### src/rtl/int_alu_pkg.sv
package int_alu_pkg;

    localparam int OP_W = 4;

    typedef enum logic [OP_W-1:0] {
        OP_ADD  = 4'd0,
        OP_SUB  = 4'd1,
        OP_AND  = 4'd2,
        OP_OR   = 4'd3,
        OP_NOR  = 4'd4,
        OP_SLT  = 4'd5,
        OP_SLL  = 4'd6,
        OP_SRL  = 4'd7,
        OP_LUI  = 4'd8,
        OP_ADDI = 4'd9,
        OP_ANDI = 4'd10,
        OP_ORI  = 4'd11,
        OP_SLTI = 4'd12
    } alu_op_e;

endpackage

### src/rtl/alu_operand_sel.sv
module alu_operand_sel
    import int_alu_pkg::*;
#(
    parameter int DATA_W = 32,
    parameter int IMM_W  = 16
) (
    input  alu_op_e              op,
    input  logic [DATA_W-1:0]    b_reg,
    input  logic [IMM_W-1:0]     imm,
    output logic [DATA_W-1:0]    b_eff,
    output logic                 do_sub
);
    localparam int EXT_W = DATA_W - IMM_W;

    logic [DATA_W-1:0] imm_sext;
    logic [DATA_W-1:0] imm_zext;

    assign imm_sext = {{EXT_W{imm[IMM_W-1]}}, imm};
    assign imm_zext = {{EXT_W{1'b0}}, imm};

    always_comb begin
        b_eff  = b_reg;
        do_sub = 1'b0;
        unique case (op)
            OP_ADDI: b_eff = imm_sext;
            OP_SLTI: begin
                b_eff  = imm_sext;
                do_sub = 1'b1;
            end
            OP_ANDI,
            OP_ORI:  b_eff = imm_zext;
            OP_SUB,
            OP_SLT:  do_sub = 1'b1;
            default: b_eff = b_reg;
        endcase
    end
endmodule

### src/rtl/alu_addsub.sv
module alu_addsub #(
    parameter int DATA_W = 32
) (
    input  logic [DATA_W-1:0] a,
    input  logic [DATA_W-1:0] b,
    input  logic              sub,
    output logic [DATA_W-1:0] sum,
    output logic              lt_signed
);
    localparam int MSB = DATA_W - 1;

    logic [DATA_W-1:0] b_x;
    logic              ovf;

    assign b_x = b ^ {DATA_W{sub}};
    assign sum = a + b_x + {{(DATA_W-1){1'b0}}, sub};

    // Signed overflow: both addends share a sign that the sum lacks.
    assign ovf       = (a[MSB] == b_x[MSB]) && (sum[MSB] != a[MSB]);
    assign lt_signed = sum[MSB] ^ ovf;
endmodule

### src/rtl/alu_logic.sv
module alu_logic #(
    parameter int DATA_W = 32
) (
    input  logic [DATA_W-1:0] a,
    input  logic [DATA_W-1:0] b,
    output logic [DATA_W-1:0] and_r,
    output logic [DATA_W-1:0] or_r,
    output logic [DATA_W-1:0] nor_r
);
    assign and_r = a & b;
    assign or_r  = a | b;
    assign nor_r = ~or_r;
endmodule

### src/rtl/alu_shift.sv
module alu_shift #(
    parameter int DATA_W  = 32,
    parameter int SHAMT_W = 5,
    parameter int IMM_W   = 16
) (
    input  logic [DATA_W-1:0]  b,
    input  logic [SHAMT_W-1:0] shamt,
    input  logic [IMM_W-1:0]   imm,
    output logic [DATA_W-1:0]  shl,
    output logic [DATA_W-1:0]  shr,
    output logic [DATA_W-1:0]  upper
);
    // Staged barrel shifter, one stage per shift-count bit.
    logic [DATA_W-1:0] stl [SHAMT_W+1];
    logic [DATA_W-1:0] str [SHAMT_W+1];

    assign stl[0] = b;
    assign str[0] = b;

    for (genvar s = 0; s < SHAMT_W; s++) begin : g_stage
        assign stl[s+1] = shamt[s] ? (stl[s] << (1 << s)) : stl[s];
        assign str[s+1] = shamt[s] ? (str[s] >> (1 << s)) : str[s];
    end

    assign shl   = stl[SHAMT_W];
    assign shr   = str[SHAMT_W];
    assign upper = {imm, {(DATA_W-IMM_W){1'b0}}};
endmodule

### src/rtl/int_alu.sv
module int_alu
    import int_alu_pkg::*;
#(
    parameter int DATA_W = 32,
    parameter int IMM_W  = 16,
    parameter int SH_W   = $clog2(DATA_W)
) (
    input  logic [OP_W-1:0]   op_sel,
    input  logic [DATA_W-1:0] opnd_a,
    input  logic [DATA_W-1:0] opnd_b,
    input  logic [SH_W-1:0]   shamt,
    input  logic [IMM_W-1:0]  imm,
    output logic [DATA_W-1:0] result,
    output logic              zero_flag
);
    alu_op_e           op;
    logic [DATA_W-1:0] b_eff;
    logic              do_sub;
    logic [DATA_W-1:0] sum;
    logic              lt_s;
    logic [DATA_W-1:0] and_r, or_r, nor_r;
    logic [DATA_W-1:0] shl_r, shr_r, upper_r;

    assign op = alu_op_e'(op_sel);

    alu_operand_sel #(.DATA_W(DATA_W), .IMM_W(IMM_W)) u_opsel (
        .op     (op),
        .b_reg  (opnd_b),
        .imm    (imm),
        .b_eff  (b_eff),
        .do_sub (do_sub)
    );

    alu_addsub #(.DATA_W(DATA_W)) u_addsub (
        .a         (opnd_a),
        .b         (b_eff),
        .sub       (do_sub),
        .sum       (sum),
        .lt_signed (lt_s)
    );

    alu_logic #(.DATA_W(DATA_W)) u_logic (
        .a     (opnd_a),
        .b     (b_eff),
        .and_r (and_r),
        .or_r  (or_r),
        .nor_r (nor_r)
    );

    alu_shift #(.DATA_W(DATA_W), .SHAMT_W(SH_W), .IMM_W(IMM_W)) u_shift (
        .b     (opnd_b),
        .shamt (shamt),
        .imm   (imm),
        .shl   (shl_r),
        .shr   (shr_r),
        .upper (upper_r)
    );

    always_comb begin
        result = '0;
        unique case (op)
            OP_ADD, OP_ADDI, OP_SUB: result = sum;
            OP_AND, OP_ANDI:         result = and_r;
            OP_OR,  OP_ORI:          result = or_r;
            OP_NOR:                  result = nor_r;
            OP_SLT, OP_SLTI:         result = {{(DATA_W-1){1'b0}}, lt_s};
            OP_SLL:                  result = shl_r;
            OP_SRL:                  result = shr_r;
            OP_LUI:                  result = upper_r;
            default:                 result = '0;
        endcase
    end

    assign zero_flag = ~|result;
endmodule

### config.mk
export PLATFORM = sky130hd
export DESIGN_NAME = int_alu
export DESIGN_NICKNAME = d
export VERILOG_FILES = /design/src/rtl/int_alu_pkg.sv /design/src/rtl/alu_operand_sel.sv /design/src/rtl/alu_addsub.sv /design/src/rtl/alu_logic.sv /design/src/rtl/alu_shift.sv /design/src/rtl/int_alu.sv
export SDC_FILE = /design/constraint.sdc
export NUM_CORES = 1
export LEC_CHECK = 0
export BUFFER_PORTS_ARGS = -buffer_cell sky130_fd_sc_hd__buf_4
export CORE_ASPECT_RATIO = 1.4
export CORE_MARGIN = 8
export CORE_UTILIZATION = 35
export DETAILED_ROUTE_END_ITERATION = 10
export SLEW_MARGIN = 20
export SYNTH_ARGS = -nofsm -noshare
export SYNTH_HDL_FRONTEND = slang
export SYNTH_HIERARCHICAL = 1
export SYNTH_SLANG_ARGS = --single-unit
### constraint.sdc
create_clock -name vclk -period 6
set_input_delay 1.2 -clock vclk [all_inputs]
set_output_delay 1.2 -clock vclk [all_outputs]
set_load 0.02 [all_outputs]
Word level (Yosys, flattened, before mapping)
Cells that the tools add are included.
{ "word_totals": {"elab_cells": 45, "input_bits": 89, "ff_bits": 0} }
{ "classes": {"n_addsub": 2, "n_eq_ne": 14, "bitwise": 5, "n_mux": 13, "reduce_logical": 11} }
{ "op_table": {"columns": ["operator", "count"], "rows": [
  ["$mux 32", 10],
  ["$pmux 32 s8", 1],
  ["$pmux 32 s2", 1],
  ["$add 32x1->32", 1],
  ["$add 32x32->32", 1],
  ["$and 32x32->32", 1],
  ["$not 32->32", 1],
  ["$or 32x32->32", 1],
  ["$reduce_or 32->1", 1],
  ["$xor 32x32->32", 1],
  ["$eq 4x4->1 const B", 5],
  ["$eq 4x3->1 const B", 4],
  ["$reduce_or 2->1", 5],
  ["$eq 4x2->1 const B", 2],
  ["$reduce_or 3->1", 2],
  ["$eq 4x1->1 const B", 1],
  ["$logic_not 4->1", 1],
  ["$eq 1x1->1", 1],
  ["$logic_and 1x1->1", 1],
  ["$logic_not 1->1", 1],
  ["$mux 1", 1],
  ["$ne 1x1->1", 1],
  ["$xor 1x1->1", 1]
]} }

Depth between registers and ports, before layout
Gate-level depths: netlist of run 1.
{ "logic_depth": {"depth_word": 12, "mapped_depth": 21, "mapped_depth_nobuf": 17} }

Modules after synthesis
The synthesis of run 1 kept the hierarchy.
{ "modules_own_cells": {"columns": ["mod", "area_each_um2", "cells_each", "instances", "seq_area_each_um2"], "rows": [
  ["alu_shift", 4453.0, 532, 1, 0.0],
  ["alu_addsub", 2368.5, 327, 1, 0.0],
  ["int_alu", 1761.7, 215, 1, 0.0],
  ["alu_operand_sel", 879.6, 134, 1, 0.0],
  ["alu_logic", 560.5, 96, 1, 0.0]
]} }

Worst setup path after synthesis of run 1
OpenSTA, ideal clock, no wires.
{ "synth_timing": {"kind": "input -> output", "from": "input op_sel[2]", "to": "output zero_flag", "slack_ps": -772, "t_arrival_ps": 5572, "n_path_buf": 4, "cell_stages": 19, "path_cell_list": "buf_6 -> clkbuf_1 -> nand2_1 -> mux2_2 -> nor2_1 -> clkbuf_8 -> clkbuf_1 -> xor2_1 -> ha_1 -> a211oi_1 -> o21bai_1 -> a2111oi_1 -> a211oi_2 -> nor4_1 -> a211oi_1 -> a32oi_1 -> nand2_1 -> or4_1 -> nor4_2"} }
{ "synth_between": {"elab_cells_between_ends": 35} }
{ "synth_rtl": {"columns": ["item", "line", "text"], "rows": [
  ["from (decl)", "int_alu.sv:8", "input logic [OP_W-1:0] op_sel,"],
  ["$eq 4x4->1 (tied with other cells)", "alu_operand_sel.sv:24", "unique case (op)"],
  ["$reduce_or 3->1 (no source line) (*)", null, null],
  ["$mux 1 (*)", "alu_operand_sel.sv:24", null],
  ["named net do_sub", "int_alu.sv:18", "logic do_sub;"],
  ["$xor 32x32->32", "alu_addsub.sv:15", "assign b_x = b ^ {DATA_W{sub}};"],
  ["$add 32x32->32", "alu_addsub.sv:16", "assign sum = a + b_x + {{(DATA_W-1){1'b0}}, sub};"],
  ["$add 32x1->32 (*)", "alu_addsub.sv:16", null],
  ["named net sum[27]", "int_alu.sv:19", "logic [DATA_W-1:0] sum;"],
  ["$pmux 32 s8 (*)", "int_alu.sv:61", "unique case (op)"],
  ["named net result[27]", "int_alu.sv:13", "output logic [DATA_W-1:0] result,"],
  ["$reduce_or 32->1 (*)", "int_alu.sv:74", "assign zero_flag = ~|result;"],
  ["$logic_not 1->1 (*)", "int_alu.sv:74", null],
  ["to (decl)", "int_alu.sv:14", "output logic zero_flag"]
]} }
Mark *: on every way through the listed nets, which the timed path passes. The rest lies on a longest branch.

Worst setup path in the final report of run 1
{ "layout_timing": {"from": "input op_sel[1]", "to": "output zero_flag"} }
{ "layout_between": {"elab_cells_between_ends": 35} }
{ "layout_rtl": {"columns": ["item", "line", "text"], "rows": [
  ["$eq 4x4->1", "alu_operand_sel.sv:24", null],
  ["$reduce_or 2->1, on equally long branches", null, null],
  ["$pmux 32 s2 (*)", "alu_operand_sel.sv:24", null],
  ["named net b_eff[1]", "int_alu.sv:17", "logic [DATA_W-1:0] b_eff;"],
  ["$xor 32x32->32 (*)", "alu_addsub.sv:15", null],
  ["$add 32x32->32 (*)", "alu_addsub.sv:16", null],
  ["$add 32x1->32 (*)", "alu_addsub.sv:16", null],
  ["named net sum[26]", "int_alu.sv:19", null],
  ["$pmux 32 s8 (*)", "int_alu.sv:61", null],
  ["$reduce_or 32->1 (*)", "int_alu.sv:74", null],
  ["$logic_not 1->1 (*)", "int_alu.sv:74", null]
]} }
Marked as above.

==> results.yml, run 1 <==
critical_path:
  cp-start-kind: "input pin"
  crit_fanout: 6
  crit_path_end_kind: "output port"
  crit_arrival_ns: 5.46
  crit_required_ns: 4.80
  path_class: "input pin to output port"
die:
  core_area_um2: 28300
  dieArea_um2: 34400
  die_x_um: 159
  rows: 73
  io_pins: 122
  die_h_um: 216
  initial_utilization: 0.354
detailed_routing:
  drt_iter0_markers: 1445
  wl_um: 55200
  first_pass_iters: 8
  wl_per_cell_um: 27.9
  ant_nets: 0
  vias: 12800
  post_drt_via_cell_ratio: 6.48
  route.detailed.drc: 0
pwr:
  power.share.clock: 0
  swShare: 0.538
  switchingPower_mw: 1.12
  leakagePower_nw: 5.97
  seq_power_share: 0
  intPower_mw: 0.961
  p_comb_frac: 1.000
  power.density_nw_per_um2: 150
  vdd_drop_max_mv: 0.117
  power_mw: 2.08
cells_and_area:
  syn_to_final_growth_pct: 38.3
  stdcell_count: 1978
  multi_input_area_um2: 9800
  n_fill_cell: 2828
  fin_area_um2: 13900
  seqCellArea_um2: 0
  fin_nets: 1727
  layout-drive-gt1-share: 0.444
  final_util: 0.490
  num-clock-buffers: 0
  design.seq.count: 0
synthesis:
  synth_area_um2: 10000
  postSynthCellCount: 1304
  yosysWarningCount: 6
  postSynthAreaPerCell_um2: 7.69
  ys_types: 104
  yosysSeqAreaShare: 0
placed_design:
  postPlaceCellArea_um2: 12600
  gp_congestion: 1.05
  place_inst: 1932
  portBuffers: 122
  dp_hpwl_um: 42700
min_path:
  hold_path_class: "input pin to output port"
sta:
  period_share: 1.11
  final_hold_viol_count: 0
  rsz0062_at_grt: "yes"
  setup_viol: 7
  layout_setup_ws_ns: -0.660
  worst_pin_slew_ns: 1.05
  post-route-min-period_ns: 6.66
  slew_headroom: 0.295
  max_freq_ghz: 0.150
  drv_slew: 0
clocking:
  hold_buffers: 0
run_status:
  violations: "negative setup slack"
  outcome: "finished, violations left"
global_routing:
  antenna_found_initial: 0
  grt_max_degree: 42
  grt_pass1_vias: 12500
  grt_overflow: 0
  grt_usage: 0.294
  grt_pass1_wl_um: 78700
job:
  maxCapViolCount: 0
[per-stage QoR]
stage	setup WS (ns)	hold WS, ns	setup TNS, ns
global route	-0.773	2.91	-2.47
global placement	-0.713	2.91	-1.87
finish	-0.660	2.89	-1.19
detailed placement	-0.722	2.90	-2.26
CTS	-0.593	2.91	-1.38
floorplan	-0.240	2.65	-0.240
[routing by layer]
metal  track usage  wire (um)  up-vias
li1              -          -     5579
met1         0.332      20000     6158
met2         0.493      25500      812
met3        0.0400       4130      275
met4         0.235       5590        0
met5             0          0        -
[critical path: stages]
cell and delay (ns):
buf_8 0.10, or3_4 0.39, nand3_4 0.14, buf_12 0.15, mux2_4 0.32, xor2_2 0.18, inv_1 0.09, fa_2 0.39
and2b_2 0.25, o2111ai_4 0.16, a21bo_4 0.26, a31oi_4 0.23, a31o_4 0.20, o311ai_4 0.08, a32oi_1 0.24, nand2_1 0.11
or4_4 0.52, nor4_4 0.25, buf_4 0.19
[power groups by stage]
stage	combinational [mW]	sequential, mW	clock (mW)
CTS	1.86	0	0
finish	2.08	0	0.0000000321
detailed placement	1.75	0	0
floorplan	0.983	0	0
global placement	1.75	0	0
global route	2.17	0	0
[Yosys cell counts, types with 33 or more instances]
master | number | area, um2
mux4_2 | 39 | 878
buf_4 | 41 | 308
nand2_1 | 107 | 402
buf_2 | 33 | 165
and2_1 | 33 | 206
nand3_1 | 54 | 270
ha_1 | 33 | 413
nor2_1 | 105 | 394
xor2_1 | 41 | 359
clkbuf_1 | 50 | 188
o21ai_0 | 58 | 290
a21oi_1 | 55 | 275
mux2i_1 | 59 | 591
a32oi_1 | 41 | 359
or2_1 | 33 | 206
mux2_2 | 75 | 845
[cells by family (layout without fill, tap and decap cells)]
group	Yosys count	after routing	share of synthesized area
xor gates and xnor gates	59	59	0.0516
other	1	17	0.000374
and+or+nand+nor	487	487	0.255
buffers and inverters	163	446	0.0972
adders and majority gates	35	35	0.0443
AOI/OAI and AO/OA	355	355	0.263
muxes	204	204	0.288
[cell type report]
| class | count | share of cell area |
|---|---|---|
| antenna | 1 | 0.000180 |
| inverter | 14 | 0.00379 |
| multi-input combinational | 1156 | 0.707 |
| timing repair buffer | 432 | 0.255 |
| tap | 375 | 0.0338 |
[path summary, 6_finish.rpt]
check	start	end	slack, ns	depth (start not counted)
worst max-delay path	op_sel[1]	zero_flag	-0.66	19
worst min-delay path	imm[14]	result[30]	2.89	5
[placed cells by master, fill, tap and decap left out, types with 12 or more instances in the layout]
master	n
a32oi_1	41
a211oi_1	18
mux4_2	39
nor2b_1	27
mux2_2	70
and2_2	32
o21ai_0	50
nor2_1	98
a21oi_1	41
conb_1	16
and2_1	33
o21ai_1	13
buf_4	386
ha_1	26
a22oi_1	21
nand3_1	48
buf_6	32
nor3_1	20
or2_1	33
a222oi_1	27
mux2i_1	59
xor2_1	29
o22ai_1	12
o211ai_1	16
xnor2_1	16
mux2_4	19
nand2_1	102
[what timing repair did]
| action | in CTS | in global routing |
|---|---|---|
| hold endpoints to repair | 0 | 0 |
| pin swaps | 32 | 60 |
| setup endpoints to repair | 17 | 20 |
| setup buffers | 23 | 33 |
| gates resized for setup | 55 | 108 |
| cloned | 1 | 2 |
(Power assumes the default switching activity.)
==> run 2, diff against run 1 <==
--- a/config.mk
+++ b/config.mk
@@ -8,8 +8,9 @@
 export BUFFER_PORTS_ARGS = -buffer_cell sky130_fd_sc_hd__buf_4
 export CORE_ASPECT_RATIO = 1.4
 export CORE_MARGIN = 8
-export CORE_UTILIZATION = 35
+export CORE_UTILIZATION = 48
 export DETAILED_ROUTE_END_ITERATION = 10
+export PLACE_DENSITY = 0.7
 export SLEW_MARGIN = 20
 export SYNTH_ARGS = -nofsm -noshare
 export SYNTH_HDL_FRONTEND = slang
==> results.yml, run 2 (synthesis results as in run 1) <==
placed_design:
  gp_congestion: 1.09
  portBuffers: 122
  dp_hpwl_um: 41400
  place_inst: 1843
  dp_slack_ns: -1.04
detailed_routing:
  wl_um: 55800
  route.detailed.drc: 0
  vias: 13300
  post_drt_via_cell_ratio: 7.09
  ant_nets: 0
  first_pass_iters: 8
  wl_per_cell_um: 29.9
  drt_iter0_markers: 1935
cells_and_area:
  layout_commonest_cell: "buf_4"
  seqCellArea_um2: 0
  stdcell_count: 1869
  design.seq.count: 0
  fin_nets: 1738
  syn_to_final_growth_pct: 35.9
  mostFrequentLayoutCells: "413 x buf_4, 103 x nand2_1, 102 x nor2_1, 74 x mux2_2, 59 x mux2i_1"
  n_fill_cell: 1773
  num-clock-buffers: 0
  layout-drive-gt1-share: 0.446
  n_antenna_cell: 0
global_routing:
  grt_overflow: 0
  grt_pass1_vias: 12800
  grt_max_degree: 42
  antenna_found_initial: 3
  grt_pass1_wl_um: 80200
  grt_usage: 0.396
critical_path:
  critPathSlowestCell: "or4_4"
  path_delay_family: "compound AO/OA/AOI/OAI gates"
  cp_common_cell: "buf_4"
  cp-start-kind: "input pin"
  path_class: "input pin to output port"
  crit_arrival_ns: 5.62
  crit_fanout: 5
  cp_cell_sequence: "buf_4 > o21ai_4 > nand3_4 > buf_6 > buf_6 > mux2_4 > xor2_1 > ha_1 > inv_2 > a2111oi_4 > buf_4 > a2111oi_4 > a211oi_4 > a211oi_2 > a32oi_1 > nand2_1 > or4_4 > nor4_4 > buf_4"
  crit_path_max_incr_delay_ns: 0.53
  crit_required_ns: 4.80
  cp_num_buf_inv: 6
  crit_path_end_kind: "output port"
sta:
  max_freq_ghz: 0.147
  setup_viol: 13
  period_share: 1.14
  worst_pin_slew_ns: 1.16
  rsz0062_at_grt: "yes"
  post-route-min-period_ns: 6.82
  layout_setup_ws_ns: -0.822
  final_hold_viol_count: 0
  holdWs_ns: 2.92
  slew_headroom: 0.225
  drv_slew: 0
die:
  die_x_um: 138
  dieArea_um2: 25800
  initial_utilization: 0.489
  core_area_um2: 20500
  rows: 62
  io_pins: 122
  die_h_um: 187
min_path:
  hold_path_class: "input pin to output port"
job:
  maxCapViolCount: 0
pwr:
  vdd_drop_max_mv: 0.130
  power.density_nw_per_um2: 152
  leakagePower_nw: 5.96
clocking:
  hold_buffers: 0
run_status:
  violations: "negative setup slack"
  outcome: "finished, violations left"
## run 2: final timing paths
check / startpoint / to / slack, ns / cells after the start
setup / recovery: op_sel[0] / zero_flag / -0.82 / 19
hold / removal: imm[7] / result[23] / 2.92 / 5
## run 2: power breakdown
group	switching, mW	internal, mW
sequential	0	0
clock	0	0
combinational	1.13	0.939
total	1.13	0.939
## run 2: repair_timing
item / in CTS / in global routing
endpoints found under the setup margin: 15 / 19
buffers inserted: 13 / 13
resized for setup: 44 / 80
endpoints found under the hold margin: 0 / 0
cloned: 1 / 1
pin swaps: 24 / 34
## run 2: per-stage QoR
stage / cell area, um2 / TNS, ns / util / total power [mW]
after floorplan: 10100 / -0.240 / - / 0.983
after global placement: 12700 / -1.92 / 0.622 / 1.75
after detailed placement: 12700 / -2.74 / 0.622 / 1.77
after CTS: 13100 / -1.50 / 0.638 / 1.86
after global routing: 13600 / -3.49 / 0.665 / 2.14
final: 13600 / -2.73 / 0.665 / 2.06
## run 2: layer usage
metal,vias to the layer above,global-route usage,share of wire
met4,2,0.291,0.099
li1,5588,-,-
met5,-,0,0.00023
met2,1062,0.646,0.45
met1,6281,0.443,0.34
met3,317,0.0910,0.11
## run 2: tightest hold or removal path, stage by stage
cell,delay [ns]
buf_4,0.10
nand2_1,0.11
nand3_2,0.11
buf_6,0.10
buf_6,0.10
## run 2: area by class of cell
cell class,instances,area (um2),area share
Timing Repair Buffer,442,3510,0.258
Multi-Input combinational cell,1157,9730,0.715
Inverter,14,52.6,0.00386
Tap cell,256,320,0.0235
==> run 3, diff against run 2 <==
--- a/config.mk
+++ b/config.mk
@@ -10,6 +10,7 @@
 export CORE_MARGIN = 8
 export CORE_UTILIZATION = 48
 export DETAILED_ROUTE_END_ITERATION = 10
+export GPL_TIMING_DRIVEN = 0
 export PLACE_DENSITY = 0.7
 export SLEW_MARGIN = 20
 export SYNTH_ARGS = -nofsm -noshare
==> results.yml, run 3 (synthesis results as in run 1) <==
run_status:
  outcome: "finished, violations left"
  violations: "negative setup slack"
global_routing:
  grt_pass1_wl_um: 91100
  grt_max_degree: 14
  antenna_found_initial: 2
  grt_overflow: 0
  grt_usage: 0.464
  grt_pass1_vias: 13300
critical_path:
  path_class: "input pin to output port"
  crit_path_end_kind: "output port"
  cp-start-kind: "input pin"
  crit_arrival_ns: 6.24
  crit_fanout: 10
  crit_required_ns: 4.80
cells_and_area:
  layout_commonest_cell: "buf_4"
  layout-drive-gt1-share: 0.371
  seqCellArea_um2: 0
  num-clock-buffers: 0
  fin_area_um2: 12600
  fin_nets: 1610
  syn_to_final_growth_pct: 25.3
  design.seq.count: 0
  mostFrequentLayoutCells: "187 x buf_4, 100 x nand2_1, 99 x nor2_1, 73 x mux2_2, 59 x mux2i_1"
sta:
  final_hold_viol_count: 0
  worst_pin_slew_ns: 1.22
  setup_viol: 24
  period_share: 1.24
  drv_slew: 0
  max_freq_ghz: 0.134
  post-route-min-period_ns: 7.44
  slew_headroom: 0.184
  layout_setup_ws_ns: -1.44
  rsz0062_at_grt: "yes"
  holdWs_ns: 2.93
placed_design:
  dp_hpwl_um: 46200
  portBuffers: 119
  postPlaceCellArea_um2: 11400
  gp_congestion: 1.14
die:
  io_pins: 122
  core_area_um2: 20500
  die_h_um: 187
  initial_utilization: 0.489
  dieArea_um2: 25800
  rows: 62
  die_x_um: 138
detailed_routing:
  wl_um: 65800
  first_pass_iters: 7
  ant_nets: 0
  route.detailed.drc: 0
  drt_iter0_markers: 2602
  wl_per_cell_um: 37.8
  post_drt_via_cell_ratio: 7.94
  vias: 13900
min_path:
  hold_end: "result[30]"
  hold_path_class: "input pin to output port"
  hp-start: "imm[14]"
  holdPathStages: 5
clocking:
  hold_buffers: 0
job:
  maxCapViolCount: 0
-- run 3: cell count changes in the layout (fill, tap and decap cells not counted), moves of 4 or more --
cell and delta:
a21oi_1 -4, buf_12 -4, buf_2 +32, buf_4 -226
buf_6 +14, clkbuf_1 +44, clkbuf_2 +7, nor4_2 -4
-- run 3: layer usage --
| metal | routed length (um) | global-route usage |
|---|---|---|
| met4 | 8460 | 0.469 |
| met5 | 0 | 0 |
| met1 | 20500 | 0.481 |
| met2 | 28300 | 0.724 |
| met3 | 8600 | 0.138 |
-- run 3: what timing repair did --
item                                    4_1_cts  5_1_grt
gates resized for setup                      92       64
pin swaps                                    52       24
endpoints found under the setup margin       17       24
setup buffers                                37        8
gates cloned                                  2        0
-- run 3: per-stage QoR --
step                cells  setup slack, ns  setup TNS, ns   util
global placement     1694            -1.34          -5.83  0.554
finish               1744            -1.44          -7.71  0.613
floorplan            1319           -0.240         -0.240      -
detailed placement   1694            -1.32          -6.32  0.554
CTS                  1733           -0.801          -1.70  0.593
global route         1741            -1.45          -7.71  0.613
-- run 3: how the worst max path moves through the flow --
| stage | slack (ns) | cells after the start | start | end |
|---|---|---|---|---|
| CTS | -0.80 | 22 | op_sel[2] | zero_flag |
| global placement | -1.34 | 20 | op_sel[2] | zero_flag |
| floorplan | -0.24 | 18 | op_sel[2] | zero_flag |
| detailed placement | -1.32 | 20 | op_sel[2] | zero_flag |
| global route | -1.45 | 21 | op_sel[0] | zero_flag |
| finish | -1.44 | 21 | op_sel[0] | zero_flag |
-- run 3: final cells by class --
cell class                 count  area, um2
fill                        1717       7920
timing repair buffer         166       1340
tap                          256        320
multi-input combinational   1156       9840
antenna                        3       7.51
buffer                       149        992
inverter                      14       52.6
-- run 3: critical path, cell delays in order --
cell and delay (ns):
buf_4 0.15, buf_6 0.15, o21ai_4 0.16, nand3_4 0.25
buf_16 0.24, buf_4 0.13, mux2_4 0.33, xor2_1 0.28
ha_2 0.39, nand2_1 0.11, o21ai_1 0.13, and3_1 0.27
o311ai_4 0.38, a32o_1 0.24, a211oi_1 0.06, a32oi_1 0.27
nand2_2 0.14, nor4_4 0.28, nand4_1 0.23, nor4_4 0.57
buf_4 0.24
